--- config.mk ---
export PLATFORM = sky130hd
export DESIGN_NAME = keyed_wdog
export DESIGN_NICKNAME = d
export VERILOG_FILES = /design/src/rtl/wdk_pkg.sv /design/src/rtl/wdk_regs.sv /design/src/rtl/wdk_counter.sv /design/src/rtl/wdk_keyfsm.sv /design/src/rtl/keyed_wdog.sv
export SDC_FILE = /design/constraint.sdc
export NUM_CORES = 1
export LEC_CHECK = 0
export ABC_CLOCK_PERIOD_IN_PS = 4500
export BUFFER_PORTS_ARGS = -buffer_cell sky130_fd_sc_hd__buf_2
export CAP_MARGIN = 20
export CORE_AREA = 2 2 174 176
export CTS_CLUSTER_DIAMETER = 120
export DETAILED_ROUTE_END_ITERATION = 12
export DIE_AREA = 0 0 176 178
export GPL_TIMING_DRIVEN = 1
export HOLD_SLACK_MARGIN = 0.15
export PLACE_DENSITY = 0.61
export SETUP_SLACK_MARGIN = 0.5
export SLEW_MARGIN = 20
export SYNTH_ARGS = -nofsm -noshare
export SYNTH_HDL_FRONTEND = slang
export SYNTH_HIERARCHICAL = 1
export SYNTH_SLANG_ARGS = --single-unit
--- constraint.sdc ---
create_clock -name clk -period 4.5 [get_ports clk]
set_clock_uncertainty 0.15 [all_clocks]
set_input_delay 0.225 -clock clk [delete_from_list [all_inputs] [get_ports clk]]
set_output_delay 0.225 -clock clk [all_outputs]
set_load 0.01 [all_outputs]
--- src/rtl/wdk_pkg.sv ---
package wdk_pkg;
  typedef enum logic [2:0] {
    ST_OFF  = 3'd0,
    ST_PRE  = 3'd1,
    ST_RUN  = 3'd2,
    ST_SVC  = 3'd3,
    ST_TRIP = 3'd4
  } wdk_state_e;

  // word indices (byte offset >> 2)
  localparam logic [3:0] IX_ID     = 4'h0;
  localparam logic [3:0] IX_EMU    = 4'h1;
  localparam logic [3:0] IX_CNT_LO = 4'h4;
  localparam logic [3:0] IX_PRD_LO = 4'h6;
  localparam logic [3:0] IX_TCTL   = 4'h8;
  localparam logic [3:0] IX_GCTL   = 4'h9;
  localparam logic [3:0] IX_WCTL   = 4'hA;

  localparam logic [15:0] KEY_FIRST  = 16'hA5C6;
  localparam logic [15:0] KEY_SECOND = 16'hDA7E;

  localparam int WCTL_EN_BIT   = 14;
  localparam int WCTL_FLAG_BIT = 15;
  localparam int WCTL_KEY_LSB  = 16;
  localparam int TCTL_MODE_LSB = 6;

  localparam logic [1:0] MODE_CONT = 2'd2;
  localparam logic [1:0] GSEL_WDOG = 2'd2;
endpackage

--- src/rtl/wdk_regs.sv ---
module wdk_regs
  import wdk_pkg::*;
#(
  parameter int              DATA_W   = 32,
  parameter int              ADDR_W   = 6,
  parameter int              NH       = 2,
  parameter logic [DATA_W-1:0] ID_VALUE = '0
) (
  input  logic                 clk,
  input  logic                 rst_n,
  input  logic                 wr_en,
  input  logic                 rd_en,
  input  logic [ADDR_W-1:0]    addr,
  input  logic [DATA_W-1:0]    wdata,
  output logic [DATA_W-1:0]    rdata,
  input  logic                 locked,
  input  logic                 flag,
  input  logic [NH*DATA_W-1:0] count,
  output logic [NH*DATA_W-1:0] period,
  output logic [NH-1:0]        cnt_ld,
  output logic                 run_cfg,
  output logic                 key_wr,
  output logic [15:0]          key_val,
  output logic                 key_en
);
  localparam int IX_W = ADDR_W - 2;

  logic [IX_W-1:0] ix;
  logic            wr_ok;
  logic [1:0]      emu_q;
  logic [1:0]      mode_q;
  logic [3:0]      gctl_q;
  logic            en_q;
  logic [DATA_W-1:0] rd_mux;

  assign ix    = addr[ADDR_W-1:2];
  assign wr_ok = wr_en && !locked;

  for (genvar h = 0; h < NH; h++) begin : g_half
    logic [DATA_W-1:0] prd_q;
    always_ff @(posedge clk or negedge rst_n) begin
      if (!rst_n)
        prd_q <= '0;
      else if (wr_ok && ix == IX_W'(IX_PRD_LO + h))
        prd_q <= wdata;
    end
    assign period[h*DATA_W +: DATA_W] = prd_q;
    assign cnt_ld[h] = wr_ok && (ix == IX_W'(IX_CNT_LO + h));
  end

  always_ff @(posedge clk or negedge rst_n) begin
    if (!rst_n) begin
      emu_q  <= '0;
      mode_q <= '0;
      gctl_q <= '0;
      en_q   <= 1'b0;
    end else if (wr_ok) begin
      if (ix == IX_W'(IX_EMU))  emu_q  <= wdata[1:0];
      if (ix == IX_W'(IX_TCTL)) mode_q <= wdata[TCTL_MODE_LSB +: 2];
      if (ix == IX_W'(IX_GCTL)) gctl_q <= wdata[3:0];
      if (ix == IX_W'(IX_WCTL)) en_q   <= wdata[WCTL_EN_BIT];
    end
  end

  assign run_cfg = (mode_q == MODE_CONT) && gctl_q[0] && gctl_q[1] &&
                   (gctl_q[3:2] == GSEL_WDOG);
  assign key_wr  = wr_en && (ix == IX_W'(IX_WCTL));
  assign key_val = wdata[WCTL_KEY_LSB +: 16];
  assign key_en  = wdata[WCTL_EN_BIT];

  always_comb begin
    rd_mux = '0;
    if (ix == IX_W'(IX_ID))   rd_mux = ID_VALUE;
    if (ix == IX_W'(IX_EMU))  rd_mux[1:0] = emu_q;
    if (ix == IX_W'(IX_TCTL)) rd_mux[TCTL_MODE_LSB +: 2] = mode_q;
    if (ix == IX_W'(IX_GCTL)) rd_mux[3:0] = gctl_q;
    if (ix == IX_W'(IX_WCTL)) begin
      rd_mux[WCTL_FLAG_BIT] = flag;
      rd_mux[WCTL_EN_BIT]   = en_q;
    end
    for (int h = 0; h < NH; h++) begin
      if (ix == IX_W'(IX_CNT_LO + h)) rd_mux = count[h*DATA_W +: DATA_W];
      if (ix == IX_W'(IX_PRD_LO + h)) rd_mux = period[h*DATA_W +: DATA_W];
    end
  end

  always_ff @(posedge clk or negedge rst_n) begin
    if (!rst_n)     rdata <= '0;
    else if (rd_en) rdata <= rd_mux;
  end
endmodule

--- src/rtl/wdk_counter.sv ---
module wdk_counter #(
  parameter int DATA_W = 32,
  parameter int NH     = 2
) (
  input  logic                 clk,
  input  logic                 rst_n,
  input  logic                 run,
  input  logic                 clr,
  input  logic [NH-1:0]        ld,
  input  logic [DATA_W-1:0]    wdata,
  input  logic [NH*DATA_W-1:0] period,
  output logic [NH*DATA_W-1:0] count,
  output logic                 hit
);
  always_ff @(posedge clk or negedge rst_n) begin
    if (!rst_n) begin
      count <= '0;
    end else if (clr) begin
      count <= '0;
    end else if (|ld) begin
      for (int h = 0; h < NH; h++)
        if (ld[h]) count[h*DATA_W +: DATA_W] <= wdata;
    end else if (run) begin
      count <= count + 1'b1;
    end
  end

  assign hit = (count >= period);
endmodule

--- src/rtl/wdk_keyfsm.sv ---
module wdk_keyfsm
  import wdk_pkg::*;
#(
  parameter int RST_CYC = 16
) (
  input  logic       clk,
  input  logic       rst_n,
  input  logic       key_wr,
  input  logic [15:0] key_val,
  input  logic       key_en,
  input  logic       hit,
  output wdk_state_e state,
  output logic       svc_clr,
  output logic       flag,
  output logic       rst_req
);
  localparam int PW = (RST_CYC > 1) ? $clog2(RST_CYC) : 1;

  wdk_state_e nxt;
  logic       trip, expire;
  logic [PW-1:0] left_q;

  always_comb begin
    nxt     = state;
    trip    = 1'b0;
    expire  = 1'b0;
    svc_clr = 1'b0;
    unique case (state)
      ST_OFF: if (key_wr && key_en && key_val == KEY_FIRST) nxt = ST_PRE;
      ST_PRE: if (key_wr && key_val == KEY_SECOND) nxt = ST_RUN;
      ST_RUN: begin
        if (hit)                          expire = 1'b1;
        else if (key_wr) begin
          if (key_val == KEY_FIRST)       nxt = ST_SVC;
          else                            trip = 1'b1;
        end
      end
      ST_SVC: begin
        if (hit)                          expire = 1'b1;
        else if (key_wr) begin
          if (key_val == KEY_SECOND) begin
            nxt     = ST_RUN;
            svc_clr = 1'b1;
          end else if (key_val != KEY_FIRST) begin
            trip = 1'b1;
          end
        end
      end
      default: nxt = ST_TRIP;
    endcase
    if (trip || expire) nxt = ST_TRIP;
  end

  always_ff @(posedge clk or negedge rst_n) begin
    if (!rst_n) begin
      state   <= ST_OFF;
      flag    <= 1'b0;
      rst_req <= 1'b0;
      left_q  <= '0;
    end else begin
      state <= nxt;
      if (expire) flag <= 1'b1;
      if (trip || expire) begin
        rst_req <= 1'b1;
        left_q  <= PW'(RST_CYC - 1);
      end else if (rst_req) begin
        if (left_q == '0) rst_req <= 1'b0;
        else              left_q  <= left_q - 1'b1;
      end
    end
  end
endmodule

--- src/rtl/keyed_wdog.sv ---
module keyed_wdog
  import wdk_pkg::*;
#(
  parameter int                DATA_W   = 32,
  parameter int                ADDR_W   = 6,
  parameter int                RST_CYC  = 16,
  parameter logic [DATA_W-1:0] ID_VALUE = 32'h5744_0001
) (
  input  logic              clk,
  input  logic              rst_n,
  input  logic              tick_en,
  input  logic              bus_wr,
  input  logic              bus_rd,
  input  logic [ADDR_W-1:0] bus_addr,
  input  logic [DATA_W-1:0] bus_wdata,
  output logic [DATA_W-1:0] bus_rdata,
  output logic              rst_req
);
  localparam int NH    = 2;
  localparam int CNT_W = NH * DATA_W;

  wdk_state_e       fsm_state;
  logic [CNT_W-1:0] count_w, period_w;
  logic [NH-1:0]    cnt_ld;
  logic             run_cfg, key_wr, key_en, hit, svc_clr, flag;
  logic [15:0]      key_val;
  logic             cnt_run;

  assign cnt_run = run_cfg && tick_en && (fsm_state != ST_TRIP);

  wdk_regs #(.DATA_W(DATA_W), .ADDR_W(ADDR_W), .NH(NH), .ID_VALUE(ID_VALUE)) u_regs (
    .clk(clk), .rst_n(rst_n), .wr_en(bus_wr), .rd_en(bus_rd), .addr(bus_addr),
    .wdata(bus_wdata), .rdata(bus_rdata), .locked(fsm_state != ST_OFF),
    .flag(flag), .count(count_w), .period(period_w), .cnt_ld(cnt_ld),
    .run_cfg(run_cfg), .key_wr(key_wr), .key_val(key_val), .key_en(key_en)
  );

  wdk_counter #(.DATA_W(DATA_W), .NH(NH)) u_cnt (
    .clk(clk), .rst_n(rst_n), .run(cnt_run), .clr(svc_clr), .ld(cnt_ld),
    .wdata(bus_wdata), .period(period_w), .count(count_w), .hit(hit)
  );

  wdk_keyfsm #(.RST_CYC(RST_CYC)) u_fsm (
    .clk(clk), .rst_n(rst_n), .key_wr(key_wr), .key_val(key_val),
    .key_en(key_en), .hit(hit), .state(fsm_state), .svc_clr(svc_clr),
    .flag(flag), .rst_req(rst_req)
  );
endmodule

Yosys cells after proc, flatten, opt, wreduce, memory -nomap -nowiden
Cells that the tools add are included.
W data, S select, Z words.
{"block": "op_classes", "add_sub_neg": 2, "n_lt_le_gt_ge": 1, "n_eq_ne": 28, "muxes": 44, "reduce_logical": 32}
{"operator": "$mux W32", "count": 6}
{"operator": "$mux W64", "count": 3}
{"operator": "$add A64 B1 Y64 const B", "count": 1}
{"operator": "$ge A64 B64 Y1", "count": 1}
{"operator": "$eq A16 B16 Y1 const B", "count": 2}
{"operator": "$mux W31", "count": 1}
{"operator": "$mux W3", "count": 9}
{"operator": "$ne A3 B1 Y1 const B", "count": 6}
{"operator": "$eq A4 B3 Y1 const B", "count": 4}
{"operator": "$mux W1", "count": 16}
{"operator": "$mux W4", "count": 4}
{"operator": "$ne A16 B16 Y1 const B", "count": 1}
{"operator": "$logic_and A1 B1 Y1", "count": 14}
{"operator": "$reduce_and A2 Y1", "count": 7}
{"operator": "$eq A4 B4 Y1 const B", "count": 3}
{"operator": "$pmux W3 S4", "count": 1}
{"operator": "$ne A3 B3 Y1 const B", "count": 3}
{"operator": "$logic_not A4 Y1", "count": 2}
{"operator": "$reduce_and A8 Y1", "count": 1}
{"operator": "$eq A3 B2 Y1 const B", "count": 2}
{"operator": "$mux W2", "count": 3}
{"operator": "$ne A3 B2 Y1 const B", "count": 2}
{"operator": "$reduce_bool A3 Y1", "count": 2}
{"operator": "$eq A2 B2 Y1 const B", "count": 2}
{"operator": "other kinds (10)", "count": 11}
{"block": "word_totals", "reg_bits": 178, "in_bits": 43, "output_inout_bits": 33, "wordCells": 120}

Longest topological paths before layout
{"block": "logic_depth", "depth_word": 9, "mapped_depth": 16, "mapped_depth_nobuf": 15}

Hierarchy
The synthesis kept the hierarchy.
{"module": "wdk_counter", "instances": 1, "cells_each": 766, "area_each_um2": 5873.1}
{"module": "wdk_regs", "instances": 1, "cells_each": 425, "area_each_um2": 5182.5}
{"module": "wdk_keyfsm", "instances": 1, "cells_each": 55, "area_each_um2": 574.3}
{"module": "keyed_wdog", "instances": 1, "cells_each": 4, "area_each_um2": 18.8}

Worst setup path before layout
Ideal clock, no wire load.
{"block": "synth_timing", "kind": "reg-to-reg", "from": "register u_cnt.count[0]", "to": "register u_cnt.count[63]", "arrival_ps": 3307, "path_slack_ps": 974, "stages_incl_launch_ff": 16, "synth_period_minus_slack_ps": 3526, "path_cell_list": "dfrtp_1 > inv_1 > ha_1 > nand2b_1 > a21o_1 > a211oi_1 > nor4_1 > o311ai_0 > nand4b_1 > and3b_1 > nor2_1 > nand2_1 > and4_1 > nand4_1 > or4_1 > nand3_1"}
{"block": "synth_via", "elab_chain_cells": 5}
{"item": "start: declaration", "line_no": "wdk_counter.sv:12", "source": "output logic [NH*DATA_W-1:0] count,"}
{"item": "start signal: indexed assignment", "line_no": "wdk_counter.sv:22", "source": "if (ld[h]) count[h*DATA_W +: DATA_W] <= wdata;"}
{"item": "start signal: assignment", "line_no": "wdk_counter.sv:24", "source": "count <= count + 1'b1;"}
{"item": "$ge A64 B64 Y1 *", "line_no": "wdk_counter.sv:28", "source": "assign hit = (count >= period);"}
{"item": "via hit", "line_no": "keyed_wdog.sv:25", "source": "logic run_cfg, key_wr, key_en, hit, svc_clr, flag;"}
{"item": "$mux W1 *", "line_no": "wdk_keyfsm.sv:39", "source": "if (hit) expire = 1'b1;"}
{"item": "$mux W1 *", "line_no": "wdk_keyfsm.sv:28", "source": "unique case (state)"}
{"item": "via svc_clr", "line_no": "keyed_wdog.sv:25"}
{"item": "$ne A3 B3 Y1 (no source line) or $reduce_bool A3 Y1 (tied branches)"}
{"item": "$reduce_and A2 Y1 (no source line)"}
Mark *: on every way through the listed nets, which the timed path passes. The rest lies on a longest branch. The select of a mux whose other input is x is not followed.
A chain may end at the register's enable or synchronous reset.

Worst setup path after layout
{"block": "layout_timing", "from": "register u_regs.g_half[1].prd_q[7]", "to": "register u_cnt.count[63]"}
{"block": "layout_via", "elab_chain_cells": 5}
{"item": "start: declaration", "line_no": "wdk_regs.sv:40", "source": "logic [DATA_W-1:0] prd_q;"}
{"item": "start signal: assignment", "line_no": "wdk_regs.sv:45", "source": "prd_q <= wdata;"}
{"item": "$ge A64 B64 Y1 *", "line_no": "wdk_counter.sv:28"}
{"item": "via hit", "line_no": "keyed_wdog.sv:25"}
{"item": "$mux W1 *", "line_no": "wdk_keyfsm.sv:39"}
{"item": "$mux W1 *", "line_no": "wdk_keyfsm.sv:28"}
{"item": "via svc_clr", "line_no": "keyed_wdog.sv:25"}
{"item": "$ne A3 B3 Y1 (no source line) or $reduce_bool A3 Y1 (tied branches)"}
{"item": "$reduce_and A2 Y1 (no source line)"}
Mark *: on every way through the listed nets, which the timed path passes. The rest lies on a longest branch.

==> impl_metrics.ini <==
[clocking]
clk_pin_slew_ps = 80
cts_made_buffers = 17
cts_root_buf = clkbuf_16
htreeDepth = 4
cts_sinks = 178
cts_tree = built
cts_buffer_depth = 2
clock_latency_ps = 440

[routing]
drc = 0
viasPerCell = 5.87
drtPass1Iterations = 6
totalWireLength_mm = 39.1
ant_nets = 0
via_count = 10500
wire_per_inst_um = 21.9
drt_iter0_markers = 1027

[synth]
yosysWarnings = 6
synth-seq-cells = 178
postSynthAreaPerCell_um2 = 9.32
yosys.area.top_type = dfrtp_1
synth.most_common_cell = dfrtp_1
async_reset_ff_frac = 1.00
synthCells = 1250
synth_commonest_cells = 178 x dfrtp_1, 110 x inv_1, 98 x o21ai_0
synth-edff-count = 0
synth_area_leaders = dfrtp_1 38%, mux2_2 7.3%, ha_1 7.1%
ys_seq_area_frac = 0.382
syn-cell-area_um2 = 11600
synth_cell_types = 91
synth_fp_nets = 1359
synth_top_area_frac = 0.382
synthFlopType = dfrtp_1

[setup_path]
worstPathArrival_ps = 4160
path_class = reg -> reg
critPathRequiredTime_ps = 4730
cp-end-kind = register
r2r_setup_slack_ps = 570
critPathLaunchType = register
cp_max_fo = 7

[floorplanning]
core-area_um2 = 29400
die_x_um = 176
start_util = 0.396
num_io_pins = 76
die-area_um2 = 31300
rows = 63
die_height_um = 178

[timing]
final-max-slew-violation-count = 0
finalSetupTns_ps = 0
timing.final.ws_setup_ps = 566
finalHoldViolCount = 0
fin_crit_sh = 0.874
rsz0062_at_grt = yes
whs_ps = 167
fmax_mhz = 254
slew_headroom = 0.458
setup_violations = 0
period_needed_ps = 3930
worst_slew_pin_slew_ps = 813

[placed_design]
place_ws_ps = 387
numPlacedInstances = 1713
io_buffers = 73
hpwl_mm = 28.7
globalplace.congestion = 0.986
placed_cell_area_um2 = 12700

[run]
cap_violations = 0

[power]
p_seq_frac = 0.478
power.leakage_nw = 6.05
p_sw_mw = 0.934
power.share.clock = 0.433
worst_ir_drop_vdd_mv = 0.259
cellPowerDensity_nw_per_um2 = 250
switching_share = 0.273
p_comb_frac = 0.089
internal_power_mw = 2.49

[global_route]
grt_pass1_vias = 10200
grt_pass1_wl_mm = 60.0
antenna_found_initial = 1
track_usage = 0.253
grt_start_max_net_pins = 95
grt_remaining_overflow = 0

[final_layout]
drive_gt1_frac = 0.230
fin_nets = 1490
final_cells = 1785
area_growth_syn_to_layout_pct = 17.7
design_area_um2 = 13700

[run_status]
outcome = finished clean

[hold_path]
hp-class = in -> reg
-- flip-flops by register name (all words and copies together) (netlist names) --
name,cells
u_regs/g_half.prd_q,64
u_regs/gctl_q,4
u_fsm/left_q,4
u_regs/emu_q,2
u_regs/mode_q,2
u_regs/en_q,1
u_cnt/count,64
u_fsm/rst_req,1
u_fsm/state,3
u_fsm/flag,1
u_regs/rdata,32
-- power groups by stage --
| stage | clock, mW | combinational (mW) | sequential, mW |
|---|---|---|---|
| 2_1_floorplan | 0 | 0.135 | 1.67 |
| 3_5_place_dp | 0 | 0.274 | 1.67 |
| 6_report | 1.48 | 0.304 | 1.64 |
| 5_1_grt | 1.58 | 0.333 | 1.64 |
| 4_1_cts | 1.52 | 0.299 | 1.64 |
| 3_3_place_gp | 0 | 0.271 | 1.67 |
-- path summary, 6_finish.rpt --
kind                            depth (start not counted)                        end                      start
max in group asynchronous                               3  u_regs/g_half[1].prd_q[5]                      rst_n
worst min register to register                          1                 u_fsm/flag                 u_fsm/flag
min in group asynchronous                               2           u_regs/rdata[22]                      rst_n
worst max-delay path                                   15            u_cnt/count[63]  u_regs/g_half[1].prd_q[7]
worst min-delay path                                    3            u_regs/emu_q[1]                bus_addr[5]
worst max register to register                         15            u_cnt/count[63]  u_regs/g_half[1].prd_q[7]
-- cell families after synthesis --
logic type,count (synthesis),synth area share
flops,178,0.382
fa+ha+maj,66,0.0709
buf+inv,185,0.0687
simple gates,396,0.182
compound gates,321,0.180
mux,99,0.112
xor+xnor,5,0.00376
-- per-layer routing --
| metal | vias to the layer above | track usage | share of wire |
|---|---|---|---|
| met2 | 451 | 0.396 | 0.45 |
| met1 | 5105 | 0.353 | 0.44 |
| met3 | 78 | 0.0477 | 0.083 |
| met4 | 0 | 0.0875 | 0.028 |
| li1 | 4850 | - | - |
| met5 | - | 0 | 0 |
-- final cells by class --
cell class              count  area [um2]
diodes                      1        2.50
multi-input cells         888        6450
inverters                 110         413
flip-flops and latches    178        4460
well taps                 390         488
fillers                  2787       15700
repair buffers            186        1330
clock buffers              18         439
clock inverters            14         138
-- placed cells by master, fill, tap and decap left out, drive strengths merged, types with 9 or more instances in the layout --
master and instances:
a31oi 9, dlygate4sd3 36, dfrtp 178, and3 16, clkbuf 19, mux4 17
mux2 78, nor3 27, buf 149, a22oi 11, nand2b 12, o311ai 15
o22ai 17, nor4 13, ha 66, or4 9, o21ai 100, inv 118
nor2b 15, nand2 94, a21oi 69, nor2 78, nand3 55, o211ai 11
nand4 34
-- per-stage QoR --
step | power [mW] | util
5_1_grt | 3.55 | 0.466
4_1_cts | 3.46 | 0.465
3_5_place_dp | 1.94 | 0.432
3_3_place_gp | 1.94 | 0.432
2_1_floorplan | 1.81 | -
6_report | 3.42 | 0.466
-- what timing repair did --
action,in CTS,in global routing
resized for setup,4,6
hold endpoints to repair,219,0
hold buffers,36,0
pin swaps,0,2
endpoints found under the setup margin,36,20
buffers inserted,0,2
gates cloned,0,1
-- critical path, cell delays in order, from the launching register on --
cell and delay [ps]:
dfrtp_1 370, inv_1 50, ha_1 280, a21oi_1 170, o21ai_0 130, a221oi_1 600, o22ai_1 160, nand2b_1 110
nand4b_1 170, and3b_2 370, nor2_1 80, nand2_2 190, and4_1 230, nand4_1 200, or4_1 520, nand3_1 90
Power figures use the tool's default switching activity.
